===== src/rtl/fsc_pkg.sv =====
// Package: shared widths, status-field positions and helpers for the
// fault status capture unit. Assumes status fields are packed from bit 0
// upward in the order overflow, address-valid, type, access, level.
package fsc_pkg;

    localparam int LVL_W = 2;
    localparam int FT_W  = 3;
    localparam int ACC_W = 3;

    localparam int OVF_BIT = 0;
    localparam int FAV_BIT = 1;
    localparam int FT_LSB  = 2;
    localparam int ACC_LSB = FT_LSB + FT_W;
    localparam int LVL_LSB = ACC_LSB + ACC_W;
    localparam int STAT_W  = LVL_LSB + LVL_W;

    // Error class codes reported by the walker
    localparam logic [FT_W-1:0] FT_NONE  = 3'd0;
    localparam logic [FT_W-1:0] FT_PERMA = 3'd2;
    localparam logic [FT_W-1:0] FT_PERMB = 3'd3;

    typedef struct packed {
        logic [LVL_W-1:0] lvl;
        logic [ACC_W-1:0] acc;
        logic [FT_W-1:0]  ftype;
    } fault_info_t;

    // Builds the status word for a fresh fault (overflow bit clear)
    function automatic logic [STAT_W-1:0] pack_status(fault_info_t f);
        logic [STAT_W-1:0] w;
        w = '0;
        w[LVL_LSB +: LVL_W] = f.lvl;
        w[ACC_LSB +: ACC_W] = f.acc;
        w[FT_LSB  +: FT_W]  = f.ftype;
        w[FAV_BIT]          = 1'b1;
        return w;
    endfunction

    // True when the error class is a permission failure on a valid mapping
    function automatic logic is_perm_err(logic [FT_W-1:0] ft);
        return (ft == FT_PERMA) || (ft == FT_PERMB);
    endfunction

endpackage


===== src/rtl/fsc_status_reg.sv =====
// Fault status register. Captures the packed status on a fault, marks an
// overflow when the previous value was still unread, and clears on a
// software read. Assumes a read and a fault in the same cycle mean the
// read consumed the old value, so the capture starts from zero.
module fsc_status_reg
    import fsc_pkg::*;
(
    input  logic              clk,
    input  logic              rst_n,
    input  logic              fault_now,
    input  fault_info_t       info,
    input  logic              rd_stb,
    output logic [STAT_W-1:0] stat_q
);

    logic [STAT_W-1:0] fresh;
    logic              prior_unread;

    // Status word for the incoming fault and the overflow condition
    always_comb begin
        fresh        = pack_status(info);
        prior_unread = (stat_q != '0) && !rd_stb;
        if (prior_unread) begin
            fresh[OVF_BIT] = 1'b1;
        end
    end

    // Capture on fault, clear on read, otherwise hold
    always_ff @(posedge clk) begin
        if (!rst_n) begin
            stat_q <= '0;
        end else if (fault_now) begin
            stat_q <= fresh;
        end else if (rd_stb) begin
            stat_q <= '0;
        end
    end

endmodule


===== src/rtl/fsc_addr_reg.sv =====
// Fault address register. Loads the full virtual address of every fault.
// Assumes reads have no side effect on this register.
module fsc_addr_reg #(
    parameter int VA_W = 32
) (
    input  logic            clk,
    input  logic            rst_n,
    input  logic            fault_now,
    input  logic [VA_W-1:0] va,
    output logic [VA_W-1:0] addr_q
);

    // Load on fault, otherwise hold
    always_ff @(posedge clk) begin
        if (!rst_n) begin
            addr_q <= '0;
        end else if (fault_now) begin
            addr_q <= va;
        end
    end

endmodule


===== src/rtl/fsc_decide.sv =====
// Trap / no-fault decision. For each fault it emits a single-cycle trap
// request with a type chosen by the fetch flag. When no-fault mode is on
// or traps are off, it emits an override grant instead. Assumes the
// decision inputs are valid in the same cycle as the fault.
module fsc_decide
    import fsc_pkg::*;
#(
    parameter int              TT_W    = 8,
    parameter logic [TT_W-1:0] TT_INSN = 8'h01,
    parameter logic [TT_W-1:0] TT_DATA = 8'h09
) (
    input  logic            clk,
    input  logic            rst_n,
    input  logic            fault_now,
    input  logic [FT_W-1:0] ftype,
    input  logic            fetch,
    input  logic            nofault,
    input  logic            traps_on,
    output logic            trap_q,
    output logic [TT_W-1:0] tt_q,
    output logic            grant_q,
    output logic            mapped_q
);

    logic suppress;

    // A trap is suppressed in no-fault mode or with traps disabled
    always_comb suppress = nofault || !traps_on;

    // Register the decision as single-cycle pulses
    always_ff @(posedge clk) begin
        if (!rst_n) begin
            trap_q   <= 1'b0;
            tt_q     <= '0;
            grant_q  <= 1'b0;
            mapped_q <= 1'b0;
        end else begin
            trap_q   <= fault_now && !suppress;
            grant_q  <= fault_now && suppress;
            mapped_q <= fault_now && suppress && is_perm_err(ftype);
            if (fault_now && !suppress) begin
                tt_q <= fetch ? TT_INSN : TT_DATA;
            end
        end
    end

endmodule


===== src/rtl/fsc_unit.sv =====
// Top of the fault status capture unit. Qualifies the translation result
// as a fault and feeds the status register, the address register and the
// trap decision. Assumes one translation result per cycle at most.
module fsc_unit
    import fsc_pkg::*;
#(
    parameter int              VA_W    = 32,
    parameter int              TT_W    = 8,
    parameter logic [TT_W-1:0] TT_INSN = 8'h01,
    parameter logic [TT_W-1:0] TT_DATA = 8'h09
) (
    input  logic              clk,
    input  logic              rst_n,
    input  logic              xlat_vld,
    input  logic [ACC_W-1:0]  xlat_acc,
    input  logic [LVL_W-1:0]  xlat_lvl,
    input  logic [FT_W-1:0]   xlat_ftype,
    input  logic [VA_W-1:0]   xlat_va,
    input  logic              is_fetch,
    input  logic              nofault_en,
    input  logic              traps_en,
    input  logic              stat_rd,
    output logic [STAT_W-1:0] fault_stat,
    output logic [VA_W-1:0]   fault_addr,
    output logic              trap_req,
    output logic [TT_W-1:0]   trap_type,
    output logic              nf_grant,
    output logic              nf_mapped
);

    logic        fault_now;
    fault_info_t info;

    // A presented result with a nonzero error class is a fault
    always_comb begin
        fault_now  = xlat_vld && (xlat_ftype != FT_NONE);
        info.lvl   = xlat_lvl;
        info.acc   = xlat_acc;
        info.ftype = xlat_ftype;
    end

    fsc_status_reg u_stat (
        .clk       (clk),
        .rst_n     (rst_n),
        .fault_now (fault_now),
        .info      (info),
        .rd_stb    (stat_rd),
        .stat_q    (fault_stat)
    );

    fsc_addr_reg #(.VA_W(VA_W)) u_addr (
        .clk       (clk),
        .rst_n     (rst_n),
        .fault_now (fault_now),
        .va        (xlat_va),
        .addr_q    (fault_addr)
    );

    fsc_decide #(.TT_W(TT_W), .TT_INSN(TT_INSN), .TT_DATA(TT_DATA)) u_dec (
        .clk       (clk),
        .rst_n     (rst_n),
        .fault_now (fault_now),
        .ftype     (xlat_ftype),
        .fetch     (is_fetch),
        .nofault   (nofault_en),
        .traps_on  (traps_en),
        .trap_q    (trap_req),
        .tt_q      (trap_type),
        .grant_q   (nf_grant),
        .mapped_q  (nf_mapped)
    );

endmodule


===== config.mk =====
export PLATFORM = sky130hd
export DESIGN_NAME = fsc_unit
export DESIGN_NICKNAME = d
export VERILOG_FILES = /design/src/rtl/fsc_pkg.sv /design/src/rtl/fsc_status_reg.sv /design/src/rtl/fsc_addr_reg.sv /design/src/rtl/fsc_decide.sv /design/src/rtl/fsc_unit.sv
export SDC_FILE = /design/constraint.sdc
export NUM_CORES = 1
export LEC_CHECK = 0
export BUFFER_PORTS_ARGS = -buffer_cell sky130_fd_sc_hd__clkbuf_2
export CELL_PAD_IN_SITES_DETAIL_PLACEMENT = 0
export CELL_PAD_IN_SITES_GLOBAL_PLACEMENT = 1
export CORE_UTILIZATION = 35
export CTS_CLUSTER_DIAMETER = 50
export DETAILED_ROUTE_END_ITERATION = 16
export GPL_ROUTABILITY_DRIVEN = 0
export PLACE_DENSITY_LB_ADDON = 0.1
export SKIP_CTS_REPAIR_TIMING = 1
export SYNTH_ARGS = -nofsm -noshare
export SYNTH_HDL_FRONTEND = slang
export SYNTH_HIERARCHICAL = 1
export SYNTH_SLANG_ARGS = --single-unit
export TNS_END_PERCENT = 1

===== constraint.sdc =====
create_clock -name clk -period 1.9 [get_ports clk]
set_input_delay 0.285 -clock clk [delete_from_list [all_inputs] [get_ports clk]]
set_output_delay 0.285 -clock clk [all_outputs]
set_load 0.02 [all_outputs]

==> out/qor.csv, run 1 <==
metric,value,unit
hold_violations,0,
r2r-end,u_stat/stat_q[0],
synth.distinct_cells,25,
ys_seq_elements,47,
drive_gt1_share,40.08,%
area_growth,27.46,%
fin_tns_setup,0,ns
die_width,75.86,um
routedWlPerCell,11.42,um
start_util,36.91,%
first_iter_violations,27,
regToRegSetupSlack,1.00,ns
crit_arrival,1.44,ns
vias,1461,
cts_max_level,2,
antenna_left,0,
drv_cap,0,
worst_slew_pin_slew,0.5041,ns
crit_path_start,xlat_ftype[1],
grt_max_degree,27,
portBuffers,93,
p_leak,1.190,nW
cts.clk_slew.worst_paths,0.08,ns
grtUsageTotal,13.33,%
clock_latency,0.29,ns
insertedDiodeCount,0,
nets,310,
drc,0,
final_cell_mix,"clkbuf_2, dfxtp_1, nor2b_1, mux2i_1, a21oi_1",
crit_path_end,u_addr/addr_q[26],
crit_fanout,26,
clockBufferDepth,2,
wl,3792,um
max_freq,796.1,MHz
core-area,0.005172,sq mm
grt_pass1_vias,1275,
layout_commonest_cell,clkbuf_2,
rsz0062_at_grt,false,
setup_viol,0,
rows,26,
critPathCaptureType,flop,
via_per_inst,4.401,
p_per_area,807.2,mW/mm^2
synth_area,0.001909,sq mm
critPathRequiredTime,2.08,ns
ir_drop,0.0002884,V
clock-root-buffer,clkbuf_8,
slew_headroom,66.39,%
worst_clock_skew,0.006264,ns
min_path_cells,2,
cts_tree,yes,
finalCritPeriodShare,66.11,%
syn_avg_cell_area,11.23,sq um
synth_cells,170,
startpoint_type,input pin,
seq_area_frac_synth,49.28,%
slew_violations,0,
die_h,75.86,um
rr_worst_depth,2,
fin_util,47.05,%
dp_hpwl,2791,um
worstSetupPathType,in -> reg,
die_area,0.005755,sq mm
grt_overflow_total,0,
numCtsBuffers,5,
antenna_found_initial,0,
period_needed,1.256,ns
outcome,completed,
yosys_warnings,6,
grt_pass1_wl,5630,um
hold_class,in -> reg,
r2r-start,u_stat/stat_q[4],
ios,100,
firstDrtPassIters,4,
clkSinkCount,47,
==> critical path, stage by stage <==
cell and delay [ns]:
clkbuf_2 0.10, o31a_2 0.48, buf_12 0.28, mux2i_1 0.22, nor2b_1 0.06
==> final cells by class <==
type / instances / area (sq um)
clock buffers: 6 / 72.57
fillers: 531 / 2739
inverters: 1 / 3.754
multi-input cells: 111 / 820.8
flip-flops and latches: 47 / 940.9
well taps: 70 / 87.58
repair buffers: 97 / 508.0
==> power by group <==
part	leakage (nW)	switching (mW)	total, mW	internal (mW)
clock network	0.0371	0.296	0.542	0.246
logic	0.766	0.196	0.351	0.155
registers	0.387	0.0296	1.07	1.04
total	1.19	0.522	1.96	1.44
==> flip-flops by register name, summed over array words and instances, names as in the netlist <==
| name | count |
|---|---|
| u_addr/addr_q | 32 |
| u_stat/stat_q | 10 |
| u_dec/tt_q | 2 |
| u_dec/grant_q | 1 |
| u_dec/mapped_q | 1 |
| u_dec/trap_q | 1 |
==> per-layer routing <==
metal  vias to the layer above  part of all wire [%]  wire length, um  GRT usage [%]
li1                        741                     -                -              -
met1                       646                    48             1810          16.76
met2                        69                    41             1552          20.16
met3                         5                   9.9              377          4.233
met4                         0                   1.3               51          7.407
met5                         -                     0                0              0
==> cells in the mapped netlist <==
master    count  share of area (%)
a21oi_1       9                2.4
a31oi_1       1               0.33
and3_1        1               0.33
and3b_1       1               0.46
buf_12        4                4.2
buf_2         1               0.26
buf_4         6                2.4
buf_6         2                1.2
clkbuf_1      3               0.59
conb_1        1               0.20
dfxtp_1      47                 49
inv_1         1               0.20
mux2i_1      32                 17
nand2_1       1               0.20
nand4b_1      1               0.46
nor2_1        2               0.39
nor2b_1      41                 13
nor2b_4       1               0.72
nor3b_1       8                3.1
nor4_1        2               0.66
nor4b_1       1               0.46
o211a_1       1               0.52
o211ai_2      1               0.66
o21a_1        1               0.39
o31a_1        1               0.46
==> worst min-delay path by stage <==
stage | start | end | slack [ns]
3_5_place_dp | u_dec/tt_q[0] | u_dec/tt_q[0] | 0.46
5_1_grt | xlat_ftype[2] | u_dec/mapped_q | 0.19
4_1_cts | xlat_ftype[2] | u_dec/mapped_q | 0.19
3_3_place_gp | u_dec/tt_q[0] | u_dec/tt_q[0] | 0.46
6_report | xlat_ftype[2] | u_dec/mapped_q | 0.19
2_1_floorplan | xlat_ftype[2] | u_dec/mapped_q | 0.36
==> metrics by stage <==
stage | hold WS (ns) | area [sq um] | setup slack, ns | std cells | power [mW]
floorplan | 0.3617 | 1928 | 0.6742 | 175 | 1.346
global placement | 0.4553 | 2361 | 0.3664 | 326 | 1.451
detailed placement | 0.4582 | 2361 | 0.3462 | 326 | 1.451
CTS | 0.1893 | 2434 | 0.6559 | 332 | 2.000
global route | 0.1905 | 2434 | 0.5528 | 332 | 2.077
finish | 0.1913 | 2434 | 0.6439 | 332 | 1.964
==> logic make-up (layout without fill, tap and decap cells) <==
group                  count (synthesis)  count (layout)  share of synthesized area (%)
AO/OA/AOI/OAI                         14              14                          4.718
flip-flops                            47              47                          49.28
multiplexers                          32              32                          16.78
AND/OR/NAND/NOR                       59              59                          20.25
other                                  1               6                         0.1964
buffers and inverters                 17             104                          8.781
No activity file was read; power rests on OpenSTA's default activity.
==> run 2: changes to the inputs <==
CORE_UTILIZATION = 29   (was 35)
clock period = 1.05 ns   (was 1.9 ns; I/O delays follow)
==> out/qor.csv, run 2 (same netlist as run 1, synthesis figures left out) <==
metric,value,unit,change
outcome,completed,,
start_util,30.07,%,-6.8 points
die_area,0.006912,sq mm,+20%
nets,313,,+0.97%
wl,3958,um,+4.4%
first_iter_violations,39,,+44%
rsz0062_at_grt,false,,
crit_path_top_delay_cell,dfxtp_1,,
rows,29,,+12%
cts_tree,yes,,
timing.hold.ws,0.1188,ns,-0.07251 ns
drv_cap,0,,unchanged
grt_max_degree,31,,+15%
firstDrtPassIters,4,,unchanged
setup_viol,0,,unchanged
crit_family,flip-flops,,
clock_latency,0.29,ns,about the same
hold_violations,0,,unchanged
max_freq,997.9,MHz,
crit_arrival,0.84,ns,-0.60 ns
core-area,0.006350,sq mm,+23%
final_cell_mix,"clkbuf_2, dfxtp_1, nor2b_1, mux2i_1, a21oi_1",,
drc,0,,unchanged
cts.clk_slew.worst_paths,0.08,ns,about the same
crit_fanout,3,,-88%
routedWlPerCell,11.51,um,+0.74%
slew_violations,0,,unchanged
portBuffers,93,,unchanged
grtUsageTotal,11.81,%,-1.5 points
layout_setup_ws,0.04788,ns,-0.5960 ns
die_h,83.14,um,+9.6%
num-fill-cells,667,,+26%
reg_top3,"u_addr/addr_q (32), u_stat/stat_q (10), u_dec/tt_q (2)",,
design_area,0.002519,sq mm,+3.5%
numCtsBuffers,5,,unchanged
vias,1445,,-1.1%
antenna_found_initial,0,,unchanged
worstSetupPathType,reg -> out,,
cts_max_level,2,,unchanged
critPathCaptureType,output pin,,
clock-root-buffer,clkbuf_8,,
ios,100,,unchanged
fin_tns_setup,0,ns,unchanged
antenna_left,0,,unchanged
grt_overflow_total,0,,unchanged
layout_commonest_cell,clkbuf_2,,
period_needed,1.002,ns,
preCtsSetupSlack,-0.2650,ns,-0.6112 ns
insertedDiodeCount,0,,unchanged
largest-register,u_addr/addr_q,,
slowest_delay,0.37,ns,-0.11 ns
p_per_area,1495,mW/mm^2,+85%
dp_hpwl,2828,um,+1.3%
grt_pass1_wl,6541,um,+16%
regToRegSetupSlack,0.18,ns,-0.82 ns
clockBufferDepth,2,,unchanged
placement.cell_area,0.002405,sq mm,+1.9%
startpoint_type,flop,,
ir_drop,0.0005565,V,+93%
drive_gt1_share,41.95,%,+1.9 points
grt_pass1_vias,1367,,+7.2%
area_growth,31.91,%,
clkSinkCount,47,,unchanged
finalCritPeriodShare,95.44,%,
largest_register_ffs,32,,unchanged
worst_clock_skew,0.0009720,ns,-0.005292 ns
p_leak,1.235,nW,+3.8%
critPathRequiredTime,0.89,ns,-1.19 ns
path_cells,clkbuf_2,,
via_per_inst,4.201,,-4.5%
die_width,83.14,um,+9.6%
hold_class,in -> reg,,
worst-path-buf-inv,1,,-1
==> run 2: cell count changes in the layout (fill, tap and decap cells not counted), sizes merged <==
cell	delta
clkbuf	-2
buf	+7
==> run 2: metal layers <==
layer | share of wire (%) | vias to the layer above | wire, um | GRT usage, %
met2 | 42 | 63 | 1676 | 17.66
met1 | 49 | 626 | 1920 | 15.37
met3 | 7.8 | 5 | 310 | 4.672
met5 | 0 | - | 0 | 0
met4 | 1.3 | 0 | 51 | 4.232
li1 | - | 751 | - | -
==> run 2: area by class of cell <==
class	count	area (sq um)	area share (%)
multi-input combinational	111	833.3	33.08
tap	77	96.34	3.825
inverter	1	3.754	0.1490
timing repair buffer	100	543.0	21.56
sequential	47	942.2	37.41
clock buffer	8	100.1	3.974
==> run 2: path summary, 6_finish.rpt <==
kind,startpoint,end,depth (start not counted)
setup reg to reg,u_stat/stat_q[4],u_stat/stat_q[0],2
hold / removal,xlat_acc[0],u_stat/stat_q[5],3
setup / recovery,u_stat/stat_q[3],fault_stat[3],1
hold reg to reg,u_dec/tt_q[0],u_dec/tt_q[0],1
==> run 2: per-stage QoR <==
stage                     util (%)  cells  power [mW]
after floorplan                  -    175       2.436
after global placement       37.87    336       2.647
after detailed placement     37.87    336       2.644
after CTS                    39.45    344       3.850
after global routing         39.67    344       3.998
final                        39.67    344       3.765
==> run 2: worst register-to-register path: cells and delay by family (launching register included) <==
| family | cells | cell delay, ns |
|---|---|---|
| DFF | 1 | 0.33 |
| and+or+nand+nor | 1 | 0.31 |
| AOI/OAI and AO/OA | 1 | 0.12 |
==> run 2: where the power goes <==
group | leakage, nW | internal [mW] | switching (mW) | total, mW
clock network | 0.0515 | 0.601 | 0.565 | 1.17
logic | 0.796 | 0.298 | 0.362 | 0.660
registers | 0.387 | 1.89 | 0.0533 | 1.94
==> run 3: changes to the inputs <==
CORE_UTILIZATION = 28   (was 29)
SYNTH_HIERARCHICAL = not set   (was 1)
==> out/qor.csv, run 3 <==
metric,value,unit,change
outcome,completed,,
grtUsageTotal,13.09,%,+1.3 points
crit_arrival,0.85,ns,about the same
clockBufferDepth,2,,unchanged
p_total,3.645,mW,-3.2%
p_int,2.610,mW,-6.2%
crit_family,flip-flops,,
crit_path_top_delay_cell,dfxtp_1,,
clockPowerShare,28.8,%,-2.2 points
ios,100,,unchanged
startpoint_type,flop,,
drive_gt1_share,37.17,%,-4.8 points
final_cell_mix,"clkbuf_2, nand3_1, dfxtp_1, nand2_1, conb_1",,
dp_hpwl,3243,um,+15%
rsz0062_at_grt,false,,
antenna_found_initial,0,,unchanged
yosys_warnings,0,,-6
p_per_area,1475,mW/mm^2,-1.3%
clock-root-buffer,clkbuf_8,,
worstSetupPathType,reg -> out,,
clock_latency,0.29,ns,about the same
critPathRequiredTime,0.89,ns,about the same
cts_tree,yes,,
numCtsBuffers,5,,unchanged
insertedDiodeCount,0,,unchanged
p_switching,1.034,mW,+5.4%
drv_cap,0,,unchanged
finalCritPeriodShare,96.41,%,+0.97 points
synth.distinct_cells,25,,unchanged
reg_top3,"u_addr.addr_q (32), u_stat.stat_q (10), u_dec.tt_q (2)",,
die_area,0.006911,sq mm,about the same
cts_max_level,2,,unchanged
swShare,28.38,%,+2.3 points
routedWlPerCell,12.05,um,+4.7%
hold_class,in -> reg,,
period_needed,1.012,ns,+0.01016 ns
seq_area_frac_synth,51.05,%,+1.8 points
syn_avg_cell_area,8.693,sq um,-23%
core-area,0.006350,sq mm,unchanged
largest_register_ffs,32,,unchanged
grt_max_degree,46,,+48%
crit_fanout,3,,unchanged
ys_seq_elements,47,,unchanged
fin_tns_setup,0,ns,unchanged
layout_commonest_cell,clkbuf_2,,
setup_viol,0,,unchanged
ir_drop,0.0006155,V,+11%
vias,1736,,+20%
slowest_delay,0.37,ns,about the same
start_util,29.02,%,-1.0 points
cts.clk_slew.worst_paths,0.08,ns,about the same
worst-path-buf-inv,1,,unchanged
critPathCaptureType,output pin,,
p_leak,1.289,nW,+4.4%
synth-async-reset-ratio,0,%,unchanged
rows,29,,unchanged
grt_pass1_wl,7348,um,+12%
worst_clock_skew,0.002667,ns,+0.001695 ns
netlist.area_leader.share,51.05,%,+1.8 points
grt_pass1_vias,1547,,+13%
grt_overflow_total,0,,unchanged
drc,0,,unchanged
die_h,83.13,um,about the same
area_growth,34.08,%,
max_freq,987.9,MHz,-1.0%
placement.cell_area,0.002390,sq mm,-0.62%
first_iter_violations,56,,+44%
firstDrtPassIters,4,,unchanged
hold_violations,0,,unchanged
synthMostInstantiatedCell,nand3_1,,
largest-register,u_addr.addr_q,,
design_area,0.002471,sq mm,-1.9%
path_cells,clkbuf_2,,
wl,4590,um,+16%
synth_edf_count,0,,unchanged
num-fill-cells,654,,-1.9%
ys_top_cells_by_area,"dfxtp_1, nand3_1, nand2_1",,
clkSinkCount,47,,unchanged
power_frac_seq,53.3,%,+1.8 points
die_width,83.13,um,about the same
p_comb_share,17.9,%,+0.4 points
synth_cells,212,,+25%
antenna_left,0,,unchanged
ys.flop_type,dfxtp_1,,
ys_top_cells_by_count,"nand3_1, dfxtp_1, nand2_1, buf_4",,
yosysTopAreaCell,dfxtp_1,,
slew_violations,0,,unchanged
portBuffers,93,,unchanged
synth_area,0.001843,sq mm,-3.5%
nets,350,,+12%
via_per_inst,4.556,,+8.5%
## run 3: cell types whose count changed in the layout (fill, tap and decap cells not counted), sizes merged, moves of 2 or more
cell / change
a21oi: -9
mux2i: -32
nand2: +37
nand2b: +2
nand3: +73
nand3b: +3
nand4b: +4
nor2: +2
nor2b: -40
nor3b: -8
o21ai: +4
## run 3: area by class of cell
| cell class | instances | area [sq um] | share of cell area, % |
|---|---|---|---|
| clock buffers | 7 | 76.32 | 3.089 |
| multi-input cells | 146 | 749.5 | 30.33 |
| clock inverters | 1 | 5.005 | 0.2025 |
| well taps | 77 | 96.34 | 3.899 |
| flip-flops and latches | 47 | 940.9 | 38.08 |
| repair buffers | 103 | 603.1 | 24.41 |
## run 3: cells by family (layout without fill, tap and decap cells)
| family | count (synthesis) | count (layout) | share of synthesized area [%] |
|---|---|---|---|
| and+or+nand+nor | 130 | 130 | 34.96 |
| DFF | 47 | 47 | 51.05 |
| buffers and inverters | 24 | 111 | 9.843 |
| AOI/OAI and AO/OA | 10 | 10 | 3.938 |
| other | 1 | 6 | 0.2035 |
## run 3: worst paths after layout
path         slack, ns  cells after the start         startpoint                end
max               0.04                      1   u_stat.stat_q[5]      fault_stat[5]
min               0.07                      3        xlat_va[30]  u_addr.addr_q[30]
max reg2reg       0.15                      2   u_stat.stat_q[4]   u_stat.stat_q[0]
min reg2reg       0.45                      2  u_addr.addr_q[30]  u_addr.addr_q[30]
## run 3: power groups by stage
stage	clock network (mW)	logic, mW	registers [mW]
after floorplan	0	0.279	2.11
after global placement	0	0.664	1.99
after detailed placement	0	0.661	1.98
after CTS	1.12	0.663	1.94
after global routing	1.18	0.710	1.96
final	1.05	0.652	1.94
## run 3: stage by stage
stage	util [%]	hold slack, ns	std cells	setup slack, ns
after CTS	38.92	0.05821	381	0.02299
after floorplan	-	0.2289	217	0.08586
after global placement	37.64	0.3738	373	-0.09866
after global routing	38.92	0.06436	381	0.0007058
final	38.92	0.07121	381	0.03772
after detailed placement	37.64	0.3754	373	-0.1074
## run 3: per-layer routing
layer / routed length [um] / GRT usage (%) / up-vias
met5: 0 / 0 / -
met4: 53 / 4.702 / 0
met3: 252 / 3.280 / 7
met2: 2120 / 20.34 / 56
met1: 2163 / 17.58 / 776
li1: - / - / 897
